[config.mk]
export PLATFORM = sky130hd
export DESIGN_NAME = rxbuf_writer
export DESIGN_NICKNAME = d
export VERILOG_FILES = /design/src/rtl/rxw_pkg.sv /design/src/rtl/rxw_space.sv /design/src/rtl/rxw_hold.sv /design/src/rtl/rxw_ctrl.sv /design/src/rtl/rxw_completion.sv /design/src/rtl/rxbuf_writer.sv
export SDC_FILE = /design/constraint.sdc
export NUM_CORES = 1
export LEC_CHECK = 0
export ABC_AREA = 0
export BUFFER_PORTS_ARGS = -buffer_cell sky130_fd_sc_hd__buf_4
export CELL_PAD_IN_SITES_DETAIL_PLACEMENT = 1
export CELL_PAD_IN_SITES_GLOBAL_PLACEMENT = 1
export CORE_UTILIZATION = 38
export DETAILED_ROUTE_END_ITERATION = 7
export PLACE_DENSITY = 0.86
export SKIP_CTS_REPAIR_TIMING = 1
export SYNTH_ARGS = -nofsm -noshare
export SYNTH_HDL_FRONTEND = slang
export SYNTH_SLANG_ARGS = --single-unit
export TNS_END_PERCENT = 20
[constraint.sdc]
create_clock -name clk -period 2.1 [get_ports clk]
set_input_delay 0 -clock clk [delete_from_list [all_inputs] [get_ports clk]]
set_output_delay 0 -clock clk [all_outputs]
set_load 0.02 [all_outputs]
[src/rtl/rxw_pkg.sv]
package rxw_pkg;

  typedef enum logic [1:0] {
    ST_IDLE  = 2'd0,
    ST_EMPTY = 2'd1,
    ST_HOLD  = 2'd2
  } rxw_state_t;

  localparam logic [15:0] CC_DONE    = 16'h0100;
  localparam logic [15:0] CC_BUF_OVF = 16'h0200;

  // completion word for a clean ending: code in the upper byte, hw status below
  function automatic logic [15:0] merge_done(input logic [7:0] hw);
    return CC_DONE | {8'h00, hw};
  endfunction

endpackage

[src/rtl/rxw_space.sv]
module rxw_space #(
  parameter int AW = 12,
  parameter int LW = 8,
  localparam int CW = LW + 1
) (
  input  logic          clk,
  input  logic          rst_n,
  input  logic          load,
  input  logic [AW-1:0] base,
  input  logic [LW-1:0] len,
  input  logic          step,
  output logic          full,
  output logic [AW-1:0] addr,
  output logic [CW-1:0] cnt,
  output logic [LW-1:0] len_q
);

  logic [AW-1:0] end_q;

  // address of the next free slot: buffer end plus negative remaining count
  function automatic logic [AW-1:0] slot_addr(input logic [AW-1:0] e,
                                               input logic [CW-1:0] c);
    return e + AW'($signed(c));
  endfunction

  always_ff @(posedge clk or negedge rst_n) begin
    if (!rst_n) begin
      cnt   <= '0;
      end_q <= '0;
      len_q <= '0;
    end else if (load) begin
      cnt   <= '0 - {1'b0, len};
      end_q <= base + AW'(len);
      len_q <= len;
    end else if (step) begin
      cnt   <= cnt + 1'b1;
    end
  end

  assign full = (cnt == '0);
  assign addr = slot_addr(end_q, cnt);

endmodule

[src/rtl/rxw_hold.sv]
module rxw_hold #(
  parameter int DW = 16
) (
  input  logic          clk,
  input  logic          rst_n,
  input  logic          load,
  input  logic [DW-1:0] d,
  output logic [DW-1:0] q
);

  always_ff @(posedge clk or negedge rst_n) begin
    if (!rst_n)    q <= '0;
    else if (load) q <= d;
  end

endmodule

[src/rtl/rxw_ctrl.sv]
module rxw_ctrl
  import rxw_pkg::*;
(
  input  logic       clk,
  input  logic       rst_n,
  input  logic       start,
  input  logic       in_valid,
  input  logic       in_eop,
  input  logic       full,
  output rxw_state_t state,
  output logic       ev_first,
  output logic       ev_store,
  output logic       ev_hold_load,
  output logic       ev_zero_len,
  output logic       ev_end_normal,
  output logic       ev_end_exact,
  output logic       ev_overflow,
  output logic       ev_finish
);

  rxw_state_t state_nx;
  logic       take;

  assign take          = in_valid && !start;
  assign ev_zero_len   = (state == ST_EMPTY) && take && in_eop;
  assign ev_first      = (state == ST_EMPTY) && take && !in_eop;
  assign ev_store      = (state == ST_HOLD) && take && !full;
  assign ev_end_normal = ev_store && in_eop;
  assign ev_end_exact  = (state == ST_HOLD) && take && full && in_eop;
  assign ev_overflow   = (state == ST_HOLD) && take && full && !in_eop;
  assign ev_hold_load  = ev_first || (ev_store && !in_eop);
  assign ev_finish     = ev_zero_len || ev_end_normal || ev_end_exact || ev_overflow;

  always_comb begin
    state_nx = state;
    if (start)          state_nx = ST_EMPTY;
    else if (ev_finish) state_nx = ST_IDLE;
    else if (ev_first)  state_nx = ST_HOLD;
  end

  always_ff @(posedge clk or negedge rst_n) begin
    if (!rst_n) state <= ST_IDLE;
    else        state <= state_nx;
  end

endmodule

[src/rtl/rxw_completion.sv]
module rxw_completion
  import rxw_pkg::*;
#(
  parameter int LW = 8,
  localparam int CW = LW + 1
) (
  input  logic          clk,
  input  logic          rst_n,
  input  logic          ev_zero_len,
  input  logic          ev_end_normal,
  input  logic          ev_end_exact,
  input  logic          ev_overflow,
  input  logic [7:0]    hw_status,
  input  logic [LW-1:0] len_q,
  input  logic [CW-1:0] cnt,
  output logic          done_pulse,
  output logic [LW-1:0] words_used,
  output logic [15:0]   done_status
);

  // words written before this step = length + (negative remaining count);
  // the word stored on this step is the CRC and is not counted
  function automatic logic [LW-1:0] used_normal(input logic [LW-1:0] l,
                                                input logic [CW-1:0] c);
    return LW'({1'b0, l} + c);
  endfunction

  always_ff @(posedge clk or negedge rst_n) begin
    if (!rst_n) begin
      done_pulse  <= 1'b0;
      words_used  <= '0;
      done_status <= '0;
    end else begin
      done_pulse <= ev_zero_len || ev_end_normal || ev_end_exact || ev_overflow;
      if (ev_zero_len) begin
        words_used  <= '0;
        done_status <= merge_done(hw_status);
      end else if (ev_end_normal) begin
        words_used  <= used_normal(len_q, cnt);
        done_status <= merge_done(hw_status);
      end else if (ev_end_exact) begin
        words_used  <= len_q;
        done_status <= merge_done(hw_status);
      end else if (ev_overflow) begin
        words_used  <= len_q;
        done_status <= CC_BUF_OVF;
      end
    end
  end

endmodule

[src/rtl/rxbuf_writer.sv]
module rxbuf_writer
  import rxw_pkg::*;
#(
  parameter int DW = 16,
  parameter int AW = 12,
  parameter int LW = 8
) (
  input  logic          clk,
  input  logic          rst_n,
  input  logic          start,
  input  logic [AW-1:0] buf_base,
  input  logic [LW-1:0] buf_len,
  input  logic          in_valid,
  input  logic [DW-1:0] in_data,
  input  logic          in_eop,
  output logic          wr_en,
  output logic [AW-1:0] wr_addr,
  output logic [DW-1:0] wr_data,
  output logic [LW-1:0] words_used,
  output logic          done_pulse,
  output logic [15:0]   done_status
);

  localparam int CW = LW + 1;

  rxw_state_t    state;
  logic          full;
  logic [CW-1:0] cnt;
  logic [LW-1:0] len_q;
  logic          ev_first, ev_store, ev_hold_load, ev_zero_len;
  logic          ev_end_normal, ev_end_exact, ev_overflow, ev_finish;
  logic          st_idle;

  rxw_ctrl u_ctrl (
    .clk(clk), .rst_n(rst_n), .start(start), .in_valid(in_valid),
    .in_eop(in_eop), .full(full), .state(state),
    .ev_first(ev_first), .ev_store(ev_store), .ev_hold_load(ev_hold_load),
    .ev_zero_len(ev_zero_len), .ev_end_normal(ev_end_normal),
    .ev_end_exact(ev_end_exact), .ev_overflow(ev_overflow),
    .ev_finish(ev_finish)
  );

  rxw_space #(.AW(AW), .LW(LW)) u_space (
    .clk(clk), .rst_n(rst_n), .load(start), .base(buf_base), .len(buf_len),
    .step(ev_store), .full(full), .addr(wr_addr), .cnt(cnt), .len_q(len_q)
  );

  rxw_hold #(.DW(DW)) u_hold (
    .clk(clk), .rst_n(rst_n), .load(ev_hold_load), .d(in_data), .q(wr_data)
  );

  rxw_completion #(.LW(LW)) u_done (
    .clk(clk), .rst_n(rst_n), .ev_zero_len(ev_zero_len),
    .ev_end_normal(ev_end_normal), .ev_end_exact(ev_end_exact),
    .ev_overflow(ev_overflow), .hw_status(in_data[7:0]), .len_q(len_q),
    .cnt(cnt), .done_pulse(done_pulse), .words_used(words_used),
    .done_status(done_status)
  );

  assign wr_en   = ev_store;
  assign st_idle = (state == ST_IDLE) && !ev_finish;

endmodule

# Word level (Yosys, flattened, before mapping)
# Index checks and enable logic that the tools add are counted.
[totals]
ff_bits = 72
latchBits = 0
mem_bits_rw = 0
romBits = 0
in_bits = 41
out_inout_bits = 54
elab_cells = 50
mem_count = 0
[op_classes]
addsub = 5
n_mul = 0
n_div = 0
magnitude_cmp = 0
eq_ne = 2
shifts = 0
n_mux = 13
n_bitwise = 0
n_reduce_logical = 22
[op_table]
columns = ["operator", "count"]
rows = [
  ["16-bit two-way mux", 4],
  ["8-bit two-way mux", 4],
  ["9-bit two-way mux", 2],
  ["12-bit adder", 1],
  ["12-bit by 8-bit adder with 12-bit output", 1],
  ["1-bit logical AND", 11],
  ["9-bit by 1-bit adder with 9-bit output (second input constant)", 1],
  ["9-bit logical NOT", 1],
  ["1-bit by 8-bit subtractor with 9-bit output (first input constant)", 1],
  ["8-bit adder", 1],
  ["2-bit two-way mux", 3],
  ["1-bit logical OR", 4],
  ["4-bit nonzero test", 1],
  ["1-bit logical NOT", 3],
  ["3-bit nonzero test", 1],
  ["2-bit by 1-bit equality test with 1-bit output (second input constant)", 1],
  ["2-bit equality test (second input constant)", 1],
  ["2-bit nonzero test", 1],
]

# Logic depth before layout (Yosys ltp)
[logic_depth]
word_depth = 10
mapped_depth = 9
ltp_nobuf = 8

# Cells and area by module
# From an unflattened synthesis, not the netlist that was laid out.
[unflattened]
cells_unflattened = 425
hier_area_um2 = 4322.9
[modules_own_cells]
columns = ["module", "instances", "cells_each", "area_per_inst_um2", "seq_area_each_um2"]
rows = [
  ["rxw_space", 1, 227, 2207.1, 725.7],
  ["rxw_completion", 1, 137, 1249.9, 475.5],
  ["rxw_hold", 1, 34, 649.4, 400.4],
  ["rxw_ctrl", 1, 27, 216.5, 50.0],
]

# Worst setup path before layout
# No wires, ideal clock.
[synth_timing]
path_type = "register to output"
startpoint = "reg u_space.cnt[0]"
endpoint = "out wr_addr[8]"
t_arrival_ps = 2080
required_ps = 2100
path_slack_ps = 20
stages_incl_launch_ff = 8
n_path_buf = 0
path_cell_list = "dfrtp_1 -> ha_1 -> fa_1 -> a211oi_1 -> o21bai_1 -> and2_1 -> o22a_1 -> xor2_1"
[synth_via]
elab_chain_cells = 1
[synth_rtl]
columns = ["element", "line", "text"]
rows = [
  ["start: declaration", "rxw_space.sv:14", "output logic [CW-1:0] cnt,"],
  ["start signal: assignment", "rxw_space.sv:32", "cnt <= '0 - {1'b0, len};"],
  ["start signal: assignment", "rxw_space.sv:36", "cnt <= cnt + 1'b1;"],
  ["12-bit adder", "rxw_space.sv:23", "return e + AW'($signed(c));"],
  ["end: declaration", "rxbuf_writer.sv:17", "output logic [AW-1:0] wr_addr,"],
]
# No other way between the ends.

# Final worst setup path
[layout_timing]
startpoint = "reg u_space.cnt[0]"
endpoint = "out wr_addr[10]"
# The elaborated chain is that of the path after synthesis.

==> impl_metrics.tcl <==
set metrics [dict create \
    status "finished, violations left" \
    violations "hold timing, setup timing" \
    synth_seq_area_share_pct 39.4 \
    rsz0062_at_grt "yes" \
    cts_buffers 9 \
    drc 0 \
    drv_slew 0 \
    cp_cell_sequence "ha_2 -> fa_2 -> a211oi_2 -> o21bai_1 -> a211o_1 -> a21oi_2 -> xnor2_1 -> buf_4" \
    ys_ff_latch 66 \
    tritoncts "built" \
    path_buf_inv 1 \
    final_util_pct 55.8 \
    synth.cell_area_mm2 0.00419 \
    grt_overflow 0 \
    die-area_mm2 0.0115 \
    grt_max_degree 67 \
    whs_ps -12.9 \
    max_slew_margin_pct 41.0 \
    stdcell_area_mm2 0.00586 \
    fin_crit_sh_pct 113 \
    synthFlopType "dfrtp_1" \
    synthTopCellsByArea "dfrtp_1 39%, ha_1 8.7%, mux2_2 5.6%" \
    drt_iter0_markers 260 \
    setup_violations 26 \
    drt-total-wl_um 15100 \
    fp.dieH_um 107 \
    grt_pass1_wl_um 20000 \
    vias_per_cell 5.76 \
    worstPathRequired_ps 2100 \
    core_area_mm2 0.0105 \
    area_growth_syn_to_layout_pct 39.8 \
    drv_cap 0 \
    grt_usage_pct 22.8 \
    ys_warn_count 0 \
    syn_avg_cell_area_um2 10.5 \
    place_hpwl_um 8910 \
    ios 95 \
    finalHoldViolations 1 \
    die_x_um 107 \
    p_leak_nw 2.72 \
    arrival_ps 2370 \
    drive_above_1_share_pct 36.2 \
    cp-end-kind "primary output" \
    cts-root-buf "clkbuf_8" \
    port_buffers 88 \
    setup_ws_ps -266 \
    multi_input_area_mm2 0.00255 \
    cp_top_family "compound AO/OA/AOI/OAI gates" \
    clk_path_buf_depth 2 \
    antenna_cells 0 \
    worst_ir_drop_vdd_uv 327 \
    crit_type "reg2out" \
    final_cell_mix "114 x buf_4, 59 x dfrtp_1, 28 x dlygate4sd3_1, 24 x o21ai_0, 23 x nand2_1" \
    vias 3946 \
    cpMaxStageDelayCell "dfrtp_1" \
    powerDensity_mw_per_mm2 908 \
    yosysTopAreaCell "dfrtp_1" \
    start_kind "register" \
    async_flop_share_pct 100 \
    fill_cells 1126 \
    clock_skew_ps 20.4 \
    synthDistinctLibCells 61 \
    synth-edff-count 0 \
    clock.fmax_mhz 423 \
    postRouteAntennaNets 0 \
    insertion_delay_ps 360 \
    start_util_pct 39.9 \
    cts.sinks 66 \
    yosysTopAreaCellShare_pct 39.4 \
    clk_transition_reported_paths_ps 70 \
    htreeDepth 3 \
    p_total_w 0.00533 \
    antenna_found_initial 0 \
    worst_slew_pin_slew_ps 885 \
    setup-tns-final_ps -2070 \
    nNetsFinal 617 \
    placed_area_mm2 0.00510 \
    wl_per_cell_um 22.0 \
    cp_max_fo 2 \
    min_period_ps 2370 \
    row_count 37 \
    final_common_cell "buf_4" \
    grt_pass1_vias 3808 \
    finalWeightedCongestion 0.758 \
    hold_path_class "in2reg" \
    first_pass_iters 4 \
    regArea_mm2 0.00166 \
    max_stage_delay_ps 390 \
    synth_cells 400 \
]
path summary, 6_finish.rpt:
kind / from / endpoint / slack [ps] / cells after the start
setup / recovery: u_space.cnt[0]$_DFFE_PN0P_ / wr_addr[10] / -270 / 8
hold / removal: buf_base[9] / u_space.end_q[9]$_DFFE_PN0P_ / -10 / 4
setup reg to reg: u_space.cnt[0]$_DFFE_PN0P_ / u_done.words_used[3]$_DFFE_PN0P_ / -120 / 9
hold reg to reg: u_done.words_used[2]$_DFFE_PN0P_ / u_done.words_used[2]$_DFFE_PN0P_ / 510 / 2
max in group asynchronous: rst_n / u_space.cnt[8]$_DFFE_PN0P_ / 1170 / 2
min in group asynchronous: rst_n / u_hold.q[15]$_DFFE_PN0P_ / 280 / 2
state kept, by name, summed over array words and instances (netlist names):
| register | cells |
|---|---|
| u_hold.q | 16 |
| u_space.end_q | 12 |
| u_done.done_status | 10 |
| u_space.cnt | 9 |
| u_done.words_used | 8 |
| u_space.len_q | 8 |
| u_ctrl.state | 2 |
| u_done.done_pulse | 1 |
Yosys cell counts, types with 2 or more instances:
| cell type | instances |
|---|---|
| a21o_1 | 12 |
| buf_1 | 2 |
| nand2b_1 | 3 |
| xor2_1 | 10 |
| clkbuf_1 | 4 |
| buf_4 | 6 |
| a32oi_1 | 2 |
| xnor2_1 | 21 |
| and4_1 | 2 |
| ha_1 | 29 |
| mux2_2 | 21 |
| o211ai_1 | 8 |
| o22ai_1 | 2 |
| a31oi_1 | 2 |
| fa_1 | 3 |
| mux2_4 | 10 |
| inv_1 | 17 |
| o21a_1 | 3 |
| buf_2 | 3 |
| a211oi_1 | 6 |
| dfrtp_1 | 66 |
| nor2_1 | 17 |
| o21ai_0 | 26 |
| a22o_1 | 9 |
| nor3b_1 | 3 |
| o21bai_1 | 3 |
| nor2b_1 | 7 |
| o31ai_1 | 2 |
| a21oi_1 | 24 |
| and2_1 | 4 |
| mux2i_1 | 2 |
| nor3_1 | 8 |
| nand2_1 | 23 |
| and3_1 | 4 |
| a211o_1 | 2 |
| nand3_1 | 6 |
| nand4_1 | 4 |
per-stage QoR:
| stage | hold WS [ps] | cells | setup slack (ps) |
|---|---|---|---|
| 3_3_place_gp | 152 | 632 | 28.0 |
| 3_5_place_dp | 170 | 632 | -43.2 |
| 6_report | -12.9 | 685 | -266 |
| 2_1_floorplan | -296 | 405 | 20.5 |
| 5_1_grt | 10.4 | 685 | -340 |
| 4_1_cts | -215 | 648 | -369 |
worst reg2reg max path: stages (launching register included):
cell     delay [ps]
dfrtp_1         390
buf_4           170
inv_1            60
ha_1            180
nor4b_4         300
buf_4           200
and3_1          200
nor2_2          110
a32oi_1         230
o21ai_0         220
report_power, final:
part	internal [W]	switching, W	total (W)
sequential	0.00147	0.000193	0.00166
combinational	0.00105	0.00113	0.00218
clock	0.000917	0.000565	0.00148
cell families (layout without fill, tap and decap cells):
group,Yosys count,in the layout,share of synthesized area [%]
buffers and inverters,33,176,3.97
other,1,6,0.0894
DFF,66,66,39.4
and+or+nand+nor,94,94,12.8
xor gates and xnor gates,31,31,6.47
muxes,33,33,9.70
AOI/OAI and AO/OA,110,111,17.5
adders and majority gates,32,32,10.1
per-layer routing:
metal | vias to the layer above | GRT usage [%] | wire [um]
met5 | - | 0 | 0
met4 | 0 | 7.93 | 522
met1 | 2023 | 28.6 | 6320
met3 | 44 | 4.19 | 553
met2 | 141 | 39.3 | 7700
li1 | 1738 | - | -
layout make-up:
class	instances	area share (%)
multi-input cells	307	43.4
flip-flops and latches	66	28.3
repair buffers	143	19.7
well taps	136	2.90
clock inverters	6	2.35
clock buffers	10	2.18
inverters	17	1.09
(Power assumes the default switching activity.)
